===== src/rtl/fss_pkg.sv =====
package fss_pkg;
  typedef enum logic {DIR_WRITE = 1'b0, DIR_READ = 1'b1} dir_e;
  typedef enum logic {SEL_DATA = 1'b0, SEL_STAT = 1'b1} sel_e;
endpackage


===== src/rtl/fss_sync.sv =====
module fss_sync #(
  parameter int WIDTH  = 3,
  parameter int STAGES = 2
) (
  input  logic             clk,
  input  logic             rst,
  input  logic [WIDTH-1:0] async_i,
  output logic [WIDTH-1:0] lvl_o
);
  genvar g;
  generate
    for (g = 0; g < WIDTH; g++) begin : g_bit
      logic [STAGES-1:0] chain;
      always_ff @(posedge clk) begin
        if (rst) chain <= '0;
        else     chain <= {chain[STAGES-2:0], async_i[g]};
      end
      assign lvl_o[g] = chain[STAGES-1];
    end
  endgenerate
endmodule


===== src/rtl/fss_frame.sv =====
module fss_frame
  import fss_pkg::*;
#(
  parameter int DATA_W    = 8,
  parameter int FRAME_LEN = DATA_W + 3,
  parameter int CNT_W     = $clog2(FRAME_LEN + 1)
) (
  input  logic              clk,
  input  logic              rst,
  input  logic              cs_lvl,
  input  logic              sck_rise,
  input  logic              sdi_lvl,
  output logic [CNT_W-1:0]  cnt,
  output dir_e              dir,
  output sel_e              sel,
  output logic [DATA_W-1:0] wr_data,
  output logic              hdr_done,
  output logic              data_done,
  output logic              commit
);
  localparam logic [CNT_W-1:0] C_DIR   = CNT_W'(0);
  localparam logic [CNT_W-1:0] C_SEL   = CNT_W'(1);
  localparam logic [CNT_W-1:0] C_D0    = CNT_W'(2);
  localparam logic [CNT_W-1:0] C_DLAST = CNT_W'(DATA_W + 1);
  localparam logic [CNT_W-1:0] C_FLAG  = CNT_W'(FRAME_LEN - 1);
  localparam logic [CNT_W-1:0] C_END   = CNT_W'(FRAME_LEN);

  logic step;
  assign step = cs_lvl && sck_rise && (cnt != C_END);

  always_ff @(posedge clk) begin
    if (rst || !cs_lvl) cnt <= '0;
    else if (step)      cnt <= cnt + CNT_W'(1);
  end

  always_ff @(posedge clk) begin
    if (rst) begin
      dir     <= DIR_WRITE;
      sel     <= SEL_DATA;
      wr_data <= '0;
    end else if (step) begin
      if (cnt == C_DIR) dir <= dir_e'(sdi_lvl);
      if (cnt == C_SEL) sel <= sel_e'(sdi_lvl);
      if (cnt >= C_D0 && cnt <= C_DLAST)
        wr_data <= {wr_data[DATA_W-2:0], sdi_lvl};
    end
  end

  always_ff @(posedge clk) begin
    if (rst) begin
      hdr_done  <= 1'b0;
      data_done <= 1'b0;
      commit    <= 1'b0;
    end else begin
      hdr_done  <= step && (cnt == C_SEL);
      data_done <= step && (cnt == C_DLAST);
      commit    <= step && (cnt == C_FLAG);
    end
  end
endmodule


===== src/rtl/fss_out.sv =====
module fss_out #(
  parameter int DATA_W    = 8,
  parameter int FRAME_LEN = DATA_W + 3,
  parameter int CNT_W     = $clog2(FRAME_LEN + 1)
) (
  input  logic              clk,
  input  logic              rst,
  input  logic              cs_lvl,
  input  logic              sck_fall,
  input  logic [CNT_W-1:0]  cnt,
  input  logic              is_read,
  input  logic              load,
  input  logic [DATA_W-1:0] load_byte,
  input  logic              load_flag,
  output logic              sdo
);
  localparam logic [CNT_W-1:0] C_D0   = CNT_W'(2);
  localparam logic [CNT_W-1:0] C_FLAG = CNT_W'(FRAME_LEN - 1);

  logic [DATA_W:0] pay;
  logic            in_win;
  assign in_win = (cnt >= C_D0) && (cnt <= C_FLAG);

  always_ff @(posedge clk) begin
    if (rst) begin
      pay <= '0;
      sdo <= 1'b0;
    end else if (!cs_lvl) begin
      sdo <= 1'b0;
    end else if (load) begin
      pay <= {load_byte, load_flag};
    end else if (sck_fall) begin
      if (!in_win)      sdo <= 1'b0;
      else if (is_read) begin
        sdo <= pay[DATA_W];
        pay <= {pay[DATA_W-1:0], 1'b0};
      end else          sdo <= (cnt == C_FLAG) ? pay[0] : 1'b0;
    end
  end
endmodule


===== src/rtl/framed_spi_slave.sv =====
module framed_spi_slave
  import fss_pkg::*;
#(
  parameter int DATA_W      = 8,
  parameter int SYNC_STAGES = 2
) (
  input  logic              clk,
  input  logic              rst,
  input  logic              sclk_in,
  input  logic              sdi_in,
  input  logic              csel_in,
  output logic              sdo_out,
  input  logic              rx_avail,
  input  logic [DATA_W-1:0] rx_byte,
  output logic              rx_pop,
  input  logic [DATA_W-1:0] stat_byte,
  input  logic              tx_full,
  output logic              tx_wr,
  output logic [DATA_W-1:0] tx_byte
);
  localparam int FRAME_LEN = DATA_W + 3;
  localparam int CNT_W     = $clog2(FRAME_LEN + 1);

  logic [2:0] lvl;
  logic       sck_lvl, sdi_lvl, cs_lvl, sck_prev, sck_rise, sck_fall;

  fss_sync #(.WIDTH(3), .STAGES(SYNC_STAGES)) u_sync (
    .clk(clk), .rst(rst),
    .async_i({csel_in, sdi_in, sclk_in}),
    .lvl_o(lvl)
  );
  assign sck_lvl = lvl[0];
  assign sdi_lvl = lvl[1];
  assign cs_lvl  = lvl[2];

  always_ff @(posedge clk) begin
    if (rst) sck_prev <= 1'b0;
    else     sck_prev <= sck_lvl;
  end
  assign sck_rise = sck_lvl & ~sck_prev;
  assign sck_fall = ~sck_lvl & sck_prev;

  logic [CNT_W-1:0]  cnt;
  dir_e              dir;
  sel_e              sel;
  logic [DATA_W-1:0] wr_data;
  logic              hdr_done, data_done, commit;

  fss_frame #(.DATA_W(DATA_W), .FRAME_LEN(FRAME_LEN), .CNT_W(CNT_W)) u_frame (
    .clk(clk), .rst(rst), .cs_lvl(cs_lvl), .sck_rise(sck_rise), .sdi_lvl(sdi_lvl),
    .cnt(cnt), .dir(dir), .sel(sel), .wr_data(wr_data),
    .hdr_done(hdr_done), .data_done(data_done), .commit(commit)
  );

  logic              rd_fresh, wr_ok, load, load_flag;
  logic [DATA_W-1:0] last_byte, load_byte;
  logic              ld_rd, ld_wr;

  assign ld_rd = hdr_done && (dir == DIR_READ);
  assign ld_wr = data_done && (dir == DIR_WRITE);
  assign load  = ld_rd || ld_wr;

  always_comb begin
    load_byte = '0;
    load_flag = 1'b0;
    if (ld_rd) begin
      if (sel == SEL_STAT) load_byte = stat_byte;
      else begin
        load_byte = rx_avail ? rx_byte : last_byte;
        load_flag = ~rx_avail;
      end
    end else if (ld_wr) begin
      load_flag = (sel == SEL_DATA) && tx_full;
    end
  end

  logic [DATA_W-1:0] rd_hold;
  always_ff @(posedge clk) begin
    if (rst) begin
      rd_fresh  <= 1'b0;
      wr_ok     <= 1'b0;
      rd_hold   <= '0;
      last_byte <= '0;
      rx_pop    <= 1'b0;
      tx_wr     <= 1'b0;
      tx_byte   <= '0;
    end else begin
      rx_pop <= 1'b0;
      tx_wr  <= 1'b0;
      if (ld_rd) begin
        rd_fresh <= (sel == SEL_DATA) && rx_avail;
        rd_hold  <= load_byte;
      end
      if (ld_wr) wr_ok <= (sel == SEL_DATA) && !tx_full;
      if (commit && cs_lvl) begin
        if (dir == DIR_READ && sel == SEL_DATA && rd_fresh) begin
          rx_pop    <= 1'b1;
          last_byte <= rd_hold;
        end
        if (dir == DIR_WRITE && wr_ok) begin
          tx_wr   <= 1'b1;
          tx_byte <= wr_data;
        end
      end
    end
  end

  fss_out #(.DATA_W(DATA_W), .FRAME_LEN(FRAME_LEN), .CNT_W(CNT_W)) u_out (
    .clk(clk), .rst(rst), .cs_lvl(cs_lvl), .sck_fall(sck_fall), .cnt(cnt),
    .is_read(dir == DIR_READ), .load(load), .load_byte(load_byte),
    .load_flag(load_flag), .sdo(sdo_out)
  );
endmodule


===== config.mk =====
export PLATFORM = sky130hd
export DESIGN_NAME = framed_spi_slave
export DESIGN_NICKNAME = d
export VERILOG_FILES = /design/src/rtl/fss_pkg.sv /design/src/rtl/fss_sync.sv /design/src/rtl/fss_frame.sv /design/src/rtl/fss_out.sv /design/src/rtl/framed_spi_slave.sv
export SDC_FILE = /design/constraint.sdc
export NUM_CORES = 1
export LEC_CHECK = 0
export CORE_MARGIN = 5
export CORE_UTILIZATION = 30
export CTS_CLUSTER_SIZE = 40
export DETAILED_ROUTE_END_ITERATION = 6
export GPL_TIMING_DRIVEN = 0
export SYNTH_ARGS = -nofsm -noshare
export SYNTH_HDL_FRONTEND = slang
export SYNTH_SLANG_ARGS = --single-unit
export TNS_END_PERCENT = 30

===== constraint.sdc =====
create_clock -name clk -period 1.9 [get_ports clk]
set_input_delay 0.38 -clock clk [delete_from_list [all_inputs] [get_ports clk]]
set_output_delay 0.38 -clock clk [all_outputs]
set_load 0.05 [all_outputs]

After elaboration in Yosys (flattened, before gate mapping)
Index checks and enable logic that the tools add are counted.
- register bits: 62
- input bits: 23
- output and inout bits: 11
- logic and storage cells: 86
- add/sub/neg operators: 1
- order comparisons: 3
- equal/unequal tests: 4
- mux-type cells: 15
- bitwise operators: 10
- reductions and logical operators: 33
- operator list (kind ; count):
    $mux 9 ; 4
    $mux 8 ; 3
    $logic_and 1x1->1 ; 16
    $reduce_and 2->1 ; 6
    $eq 4x4->1 const B ; 2
    $le 4x4->1 const B ; 2
    $mux 1 ; 8
    $not 1->1 ; 8
    $reduce_bool 2->1 ; 3
    $add 4x1->4 const B ; 1
    $eq 4x1->1 const B ; 1
    $ge 4x2->1 const B ; 1
    $logic_not 4->1 ; 1
    $ne 4x4->1 const B ; 1
    $reduce_and 4->1 ; 1
    $reduce_or 2->1 ; 2
    $and 1x1->1 ; 2
    $logic_not 1->1 ; 2
    $logic_or 1x1->1 ; 2

Depth between registers and ports, before layout
Gate-level depths: netlist of run 1.
- depth in word-level cells: 5
- mapped depth: 8
- gate-level depth less buffers: 6

By module
A second synthesis of run 1 with hierarchy kept.
- cells, all modules: 310
- area, all modules: 3020.4 um^2
- by module, submodules not included (module ; instances ; cells an instance ; area each (um^2) ; seq. area each (um^2)):
    framed_spi_slave ; 1 ; 156 ; 1418.9 ; 580.6
    fss_frame ; 1 ; 82 ; 835.8 ; 340.3
    fss_out ; 1 ; 57 ; 585.6 ; 200.2
    fss_sync ; 1 ; 15 ; 180.2 ; 120.1

Worst setup path before layout of run 1
Ideal clock, no wire load.
- kind: reg-to-reg
- start point: register u_frame.cnt[1]
- end point: register u_out.pay[8]
- setup time: 66 ps
- arrival: 1601 ps
- data required time: 1834 ps
- setup slack: 233 ps
- stages on the path, launching flop included: 8
- path buffers: 2
- period minus slack after synthesis: 1667 ps
- cell sequence: dfxtp_1 ha_1 nor4_2 a2111o_1 buf_6 buf_8 a22o_1 a21oi_2
- longest elaborated chain between the ends: 4
- elaborated cells between the ends (all ways): 5
- classes of those cells: 2 x order compare; 3 x reduce/logical
- RTL lines (item ; RTL line ; source):
    start: declaration ; fss_frame.sv:13 ; output logic [CNT_W-1:0] cnt,
    start signal: assignment ; fss_frame.sv:33 ; else if (step) cnt <= cnt + CNT_W'(1);
    $ge 4x2->1 or $le 4x4->1 (tied branches) ; fss_out.sv:22 ; assign in_win = (cnt >= C_D0) && (cnt <= C_FLAG);
    $logic_and 1x1->1 * ; fss_out.sv:22 ;
    $reduce_bool 2->1 (no line) * ; - ;
    $reduce_and 4->1 (no line) * ; - ;
    end signal: assignment ; fss_out.sv:31 ; pay <= {load_byte, load_flag};
    end signal: assignment ; fss_out.sv:36 ; pay <= {pay[DATA_W-1:0], 1'b0};
    end: declaration ; fss_out.sv:20 ; logic [DATA_W:0] pay;
Every way passes the cells marked *; elsewhere a longest branch is shown, timed or not.
A chain may end at the register's enable or synchronous reset.

Worst setup path after layout of run 1
- start point: register rx_pop
- end point: output port rx_pop
- RTL lines (item ; RTL line ; source):
    start: declaration ; framed_spi_slave.sv:15 ; output logic rx_pop,
    start signal: assignment ; framed_spi_slave.sv:84 ; rx_pop <= 1'b0;
    start signal: assignment ; framed_spi_slave.sv:88 ; rx_pop <= 1'b0;
    start signal: assignment ; framed_spi_slave.sv:97 ; rx_pop <= 1'b1;
No word-level cell between the ends.

==> impl_metrics.env, run 1 <==
export IMPL_die_w_microns=105
export IMPL_grt_max_degree=11
export IMPL_routedWlPerCell_microns=14.5
export IMPL_synth_nets=324
export IMPL_grt_pass1_vias=2197
export IMPL_synth_area_top_cells="dfxtp_1 (45%), a21oi_1 (6.4%), nand2_1 (5.2%)"
export IMPL_drc_errors=0
export IMPL_fmax_mhz=549
export IMPL_start_util_pct=31.0
export IMPL_syn_area_per_cell_sq_um=9.19
export IMPL_htreeDepth=3
export IMPL_status="finished clean"
export IMPL_finClkSkew_ns=0.00700
export IMPL_cp_cell_sequence="clkdlybuf4s50_1"
export IMPL_synth_ff_latch_count=62
export IMPL_netlist_area_leader_share_pct=45.5
export IMPL_insertion_delay_ns=0.34
export IMPL_netlist_instances=297
export IMPL_critPathBufInv=1
export IMPL_drive_above_1_share_pct=12.8
export IMPL_tightest_slew_ns=0.719
export IMPL_routed_via_density=4.88
export IMPL_setup_viol=0
export IMPL_grt_use_total_pct=12.5
export IMPL_yosysMostFrequentCell="dfxtp_1"
export IMPL_yosysSeqAreaShare_pct=45.5
export IMPL_slew_violations=0
export IMPL_fp_dieH_microns=105
export IMPL_timing_slew_headroom_pct=52.0
export IMPL_port_buffers=32
export IMPL_reg2reg_slack_ns=0.12
export IMPL_multi_input_area_sq_um=1330
export IMPL_r2r_start="u_frame.cnt[1]"
export IMPL_end_kind="output pin"
export IMPL_cts_tree="built"
export IMPL_antenna_left=0
export IMPL_diodes=0
export IMPL_place_area_sq_um=3190
export IMPL_min_to="u_sync.g_bit[1].chain[1]"
export IMPL_crit_required_ns=1.52
export IMPL_layout_nets=367
export IMPL_min_path_type="reg -> reg"
export IMPL_synthArstFlopShare_pct=0
export IMPL_grt_antenna_before_repair=0
export IMPL_synth_edf_count=0
export IMPL_num_rows=34
export IMPL_cp_max_fo=1
export IMPL_synth_warning_count=0
export IMPL_critical_path_class="reg -> out"
export IMPL_hold_depth=1
export IMPL_crit_path_start_kind="register"
export IMPL_total_power_mw=2.50
export IMPL_peakVddDrop_mv=0.259
export IMPL_register_area_sq_um=1240
export IMPL_cts_buffers=9
export IMPL_gr_total_overflow=0
export IMPL_rr_endpoint="u_out.pay[8]"
export IMPL_p_leak_nw=1.32
export IMPL_fillers=898
export IMPL_area_delta_synth_final_pct=24.7
export IMPL_crit_family="buffers and inverters"
export IMPL_synth_ff_type="dfxtp_1"
export IMPL_powerDensity_nw_per_um2=735
export IMPL_rsz0062_at_grt="no"
export IMPL_cp_arrival_ns=1.44
export IMPL_synth_cell_types=45
export IMPL_fin_crit_sh_pct=95.9
export IMPL_max_stage_delay_ns=0.79
export IMPL_worst_r2r_cell_count=7
export IMPL_netlist_area_sq_um=2730
export IMPL_gp_congestion=0.781
export IMPL_cts_root_buffer="clkbuf_8"
export IMPL_clock_sinks=62
export IMPL_design_area_sq_um=3410
export IMPL_yosys_top_cells_count="dfxtp_1 (62), nand2_1 (38), a21oi_1 (35)"
export IMPL_wirelength_microns=6550
export IMPL_drt_iter0_markers=139
export IMPL_period_needed_ns=1.82
export IMPL_hold_viol=0
export IMPL_post_cts_buffers=0
export IMPL_clkTransAtPathRegs_ns=0.07
export IMPL_synth_top_cell_by_area="dfxtp_1"
export IMPL_worstHoldStart="u_sync.g_bit[1].chain[0]"
export IMPL_dr_pass1_iters=4
export IMPL_ios=34
export IMPL_dpl_hpwl_microns=4390
export IMPL_clk_path_buf_depth=2
export IMPL_grt_pass1_wl_microns=11000
export IMPL_max_cap_violations=0
export IMPL_routed_via_count=2211
export IMPL_cp_slowest_cell="clkdlybuf4s50_1"
export IMPL_dieArea_sq_um=11100
export IMPL_core_area_sq_um=8810
==> worst max-delay path by stage <==
stage                               from                  to  depth (start not counted)
after floorplan           u_frame.cnt[1]        u_out.pay[8]                          7
after global placement          rx_avail        u_out.pay[6]                          5
final                             rx_pop              rx_pop                          1
after CTS                     tx_byte[2]          tx_byte[2]                          1
after detailed placement        rx_avail        u_out.pay[6]                          5
after global routing      u_frame.cnt[1]  u_frame.wr_data[0]                          6
==> stage by stage <==
| stage | std cells | hold slack, ns | setup slack [ns] | TNS [ns] | util (%) |
|---|---|---|---|---|---|
| after floorplan | 297 | 0.414 | 0.233 | 0 | - |
| after global placement | 437 | 0.419 | 0.00877 | 0 | 36.2 |
| after detailed placement | 437 | 0.422 | -0.00994 | -0.0110 | 36.2 |
| after CTS | 453 | 0.438 | 0.0163 | 0 | 38.3 |
| after global routing | 453 | 0.468 | 0.000545 | 0 | 38.7 |
| final | 453 | 0.436 | 0.0788 | 0 | 38.7 |
==> final cells by class <==
| class | instances | area share (%) |
|---|---|---|
| multi-input cells | 212 | 39.1 |
| flip-flops and latches | 62 | 36.5 |
| repair buffers | 32 | 9.96 |
| clock buffers | 13 | 4.96 |
| plain buffers | 20 | 4.70 |
| well taps | 108 | 3.97 |
| clock inverters | 3 | 0.514 |
| inverters | 3 | 0.331 |
==> metal layers <==
layer,vias up,track usage (%),part of all wire (%)
met5,-,0,0
met4,0,4.78,1.5
met3,9,4.52,4.3
met2,37,19.9,46
met1,1038,15.4,48
li1,1127,-,-
==> power breakdown <==
| group | total, mW | switching [mW] | internal (mW) | leakage (nW) |
|---|---|---|---|---|
| logic | 0.108 | 0.0433 | 0.0643 | 0.721 |
| registers | 1.31 | 0.00317 | 1.31 | 0.502 |
| clock network | 1.09 | 0.509 | 0.576 | 0.0954 |
| total | 2.50 | 0.555 | 1.95 | 1.32 |
==> state kept, by name, summed over array words and instances, names as in the netlist <==
name                flops
last_byte               8
rd_fresh                1
rd_hold                 8
rx_pop                  1
sck_prev                1
tx_byte                 8
tx_wr                   1
u_frame.cnt             4
u_frame.commit          1
u_frame.data_done       1
u_frame.dir             1
u_frame.hdr_done        1
u_frame.sel             1
u_frame.wr_data         8
u_out.pay               9
u_out.sdo               1
u_sync.g_bit.chain      6
wr_ok                   1
==> layout by cell type (no fill, tap or decap), types with 4 or more instances in the layout <==
cell type | synthesis | layout
clkdlybuf4s50_1 | 0 | 23
dlymetal6s2s_1 | 0 | 8
dfxtp_1 | 62 | 60
clkbuf_8 | 5 | 17
mux2_2 | 8 | 8
nand2_1 | 38 | 38
nand3_1 | 18 | 18
ha_1 | 4 | 4
o21ai_0 | 8 | 8
a21oi_1 | 35 | 35
mux2i_1 | 12 | 11
o211ai_1 | 8 | 8
clkbuf_1 | 9 | 10
a22o_1 | 8 | 8
nor2b_1 | 9 | 9
nand2b_1 | 12 | 12
nor2_1 | 19 | 19
==> cell families after synthesis <==
group	Yosys count	share of synthesized area, %
flops	62	45.5
mux	20	7.70
xor+xnor	3	0.963
simple gates	114	21.4
buf+inv	23	6.28
fa+ha+maj	4	1.83
compound gates	71	16.4
==> repair_timing <==
item                       in CTS  in global routing
hold buffers                    0                  0
gates resized for setup         1                 12
setup endpoints to repair       1                 26
cloned                          0                  0
pin swaps                       0                  0
Note: power is estimated with default switching activity, not from simulation.
==> run 2, diff against run 1 <==
- clock period: 1.9 -> 2.1 ns (I/O delays scaled with it)
==> run 2 against run 1 <==
Critical path type unchanged. Non-clock buffer count did not move. Cell area decreased by 0.99%. Final cell count is the same. Via count decreased by 0.23%. Global-route usage is the same. Highest routed layer unchanged. Wire length shrank 0.63%. Combinational power is 10% lower. Critical path depth unchanged. Register-to-register slack improved by 0.10 ns. Largest power group unchanged. Sequential share of layout area is 0.29 points higher. Power shrank 9.4%.
==> impl_metrics.env, run 2 (synthesis results as in run 1) <==
export IMPL_gr_total_overflow=0
export IMPL_fin_ws_ns=0.182
export IMPL_cts_buffers=9
export IMPL_ctsHoldBuffers=0
export IMPL_p_leak_nw=1.16
export IMPL_fmax_mhz=521
export IMPL_met3WireLength_microns=291
export IMPL_cp_arrival_ns=1.50
export IMPL_status="finished clean"
export IMPL_max_cap_violations=0
export IMPL_cts_tree="built"
export IMPL_top_register="u_out.pay"
export IMPL_num_rows=34
export IMPL_holdWs_ns=0.436
export IMPL_ios=34
export IMPL_wl_met2_microns=3030
export IMPL_start_util_pct=31.0
export IMPL_wl_met1_microns=3090
export IMPL_die_w_microns=105
export IMPL_htreeDepth=3
export IMPL_routed_via_count=2206
export IMPL_cts_resized_gates=0
export IMPL_grt_pass1_vias=2197
export IMPL_slew_violations=0
export IMPL_cts_root_buffer="clkbuf_8"
export IMPL_wirelength_microns=6510
export IMPL_insertion_delay_ns=0.34
export IMPL_mostFrequentLayoutCells="dfxtp_1 (62), nand2_1 (38), a21oi_1 (35)"
export IMPL_clkTransAtPathRegs_ns=0.07
export IMPL_dpl_hpwl_microns=4390
export IMPL_dp_slack_ns=0.150
export IMPL_rsz0062_at_grt="no"
export IMPL_tightest_slew_ns=0.880
export IMPL_r2r_start="u_frame.dir"
export IMPL_hold_viol=0
export IMPL_drc_errors=0
export IMPL_max_stage_delay_ns=0.81
export IMPL_port_buffers=32
export IMPL_clock_sinks=62
export IMPL_grt_antenna_before_repair=0
export IMPL_dieArea_sq_um=11100
export IMPL_grt_pass1_wl_microns=11000
export IMPL_powerDensity_nw_per_um2=672
export IMPL_largest_register_ffs=9
export IMPL_cp_cell_sequence="clkdlybuf4s50_1"
export IMPL_crit_start="u_out.sdo"
export IMPL_crit_family="buffers and inverters"
export IMPL_antenna_left=0
export IMPL_crit_path_start_kind="register"
export IMPL_dr_max_layer_used="met4"
export IMPL_routed_via_density=4.87
export IMPL_dr_pass1_iters=4
export IMPL_total_power_mw=2.27
export IMPL_final_common_cell="dfxtp_1"
export IMPL_drive_above_1_share_pct=11.9
export IMPL_area_delta_synth_final_pct=23.5
export IMPL_grt_use_total_pct=12.5
export IMPL_finClkSkew_ns=0.00663
export IMPL_end_kind="output pin"
export IMPL_cp_max_fo=2
export IMPL_routedWlPerCell_microns=14.4
export IMPL_post_cts_buffers=0
export IMPL_timing_slew_headroom_pct=39.7
export IMPL_cp_slowest_cell="clkdlybuf4s50_1"
export IMPL_setup_viol=0
export IMPL_period_needed_ns=1.92
export IMPL_layout_nets=367
export IMPL_core_area_sq_um=8810
export IMPL_fin_cells=453
export IMPL_peakVddDrop_mv=0.235
export IMPL_drt_iter0_markers=120
export IMPL_clk_path_buf_depth=2
export IMPL_fp_dieH_microns=105
export IMPL_critical_path_class="reg -> out"
export IMPL_placedCellCount=437
export IMPL_crit_required_ns=1.68
export IMPL_diodes=0
export IMPL_gp_congestion=0.781
export IMPL_fin_crit_sh_pct=91.3
export IMPL_grt_max_degree=11
export IMPL_critPathBufInv=1
export IMPL_worstHoldStart="u_sync.g_bit[1].chain[0]"
export IMPL_setup_tns_ns=0
export IMPL_min_path_type="reg -> reg"
==> run 2: final timing paths <==
check	cells past startpoint	slack, ns	to
max	1	0.18	sdo_out
min	1	0.44	u_sync.g_bit[1].chain[1]
max reg2reg	5	0.22	u_out.pay[6]
min reg2reg	1	0.44	u_sync.g_bit[1].chain[1]
==> run 2: metal layers <==
metal | global-route usage [%] | vias to the layer above
met5 | 0 | -
met2 | 19.9 | 36
met3 | 4.52 | 10
met1 | 15.4 | 1035
met4 | 4.78 | 0
li1 | - | 1125
==> run 2: report_power, final <==
group	leakage [nW]	internal, mW	switching [mW]	total [mW]
sequential	0.500	1.18	0.00284	1.18
clock	0.0954	0.521	0.463	0.984
combinational	0.560	0.0582	0.0390	0.0972
total	1.16	1.76	0.505	2.27
==> run 2: worst reg2reg max path: stages (launching register included) <==
cell	delay, ns
dfxtp_1	0.35
buf_2	0.22
mux2i_1	0.77
nand2_1	0.13
a22o_1	0.23
a21oi_1	0.13
==> run 2: area by class of cell <==
type | count | area (sq um)
fillers | 906 | 5430
clock inverters | 3 | 17.5
inverters | 3 | 11.3
multi-input cells | 212 | 1320
flip-flops and latches | 62 | 1240
repair buffers | 32 | 320
clock buffers | 13 | 169
well taps | 108 | 135
plain buffers | 20 | 160
==> run 2: through the flow <==
stage	area [sq um]	utilization, %
4_1_cts	3370	38.3
5_1_grt	3370	38.3
3_5_place_dp	3190	36.2
6_report	3370	38.3
2_1_floorplan	2730	-
3_3_place_gp	3190	36.2
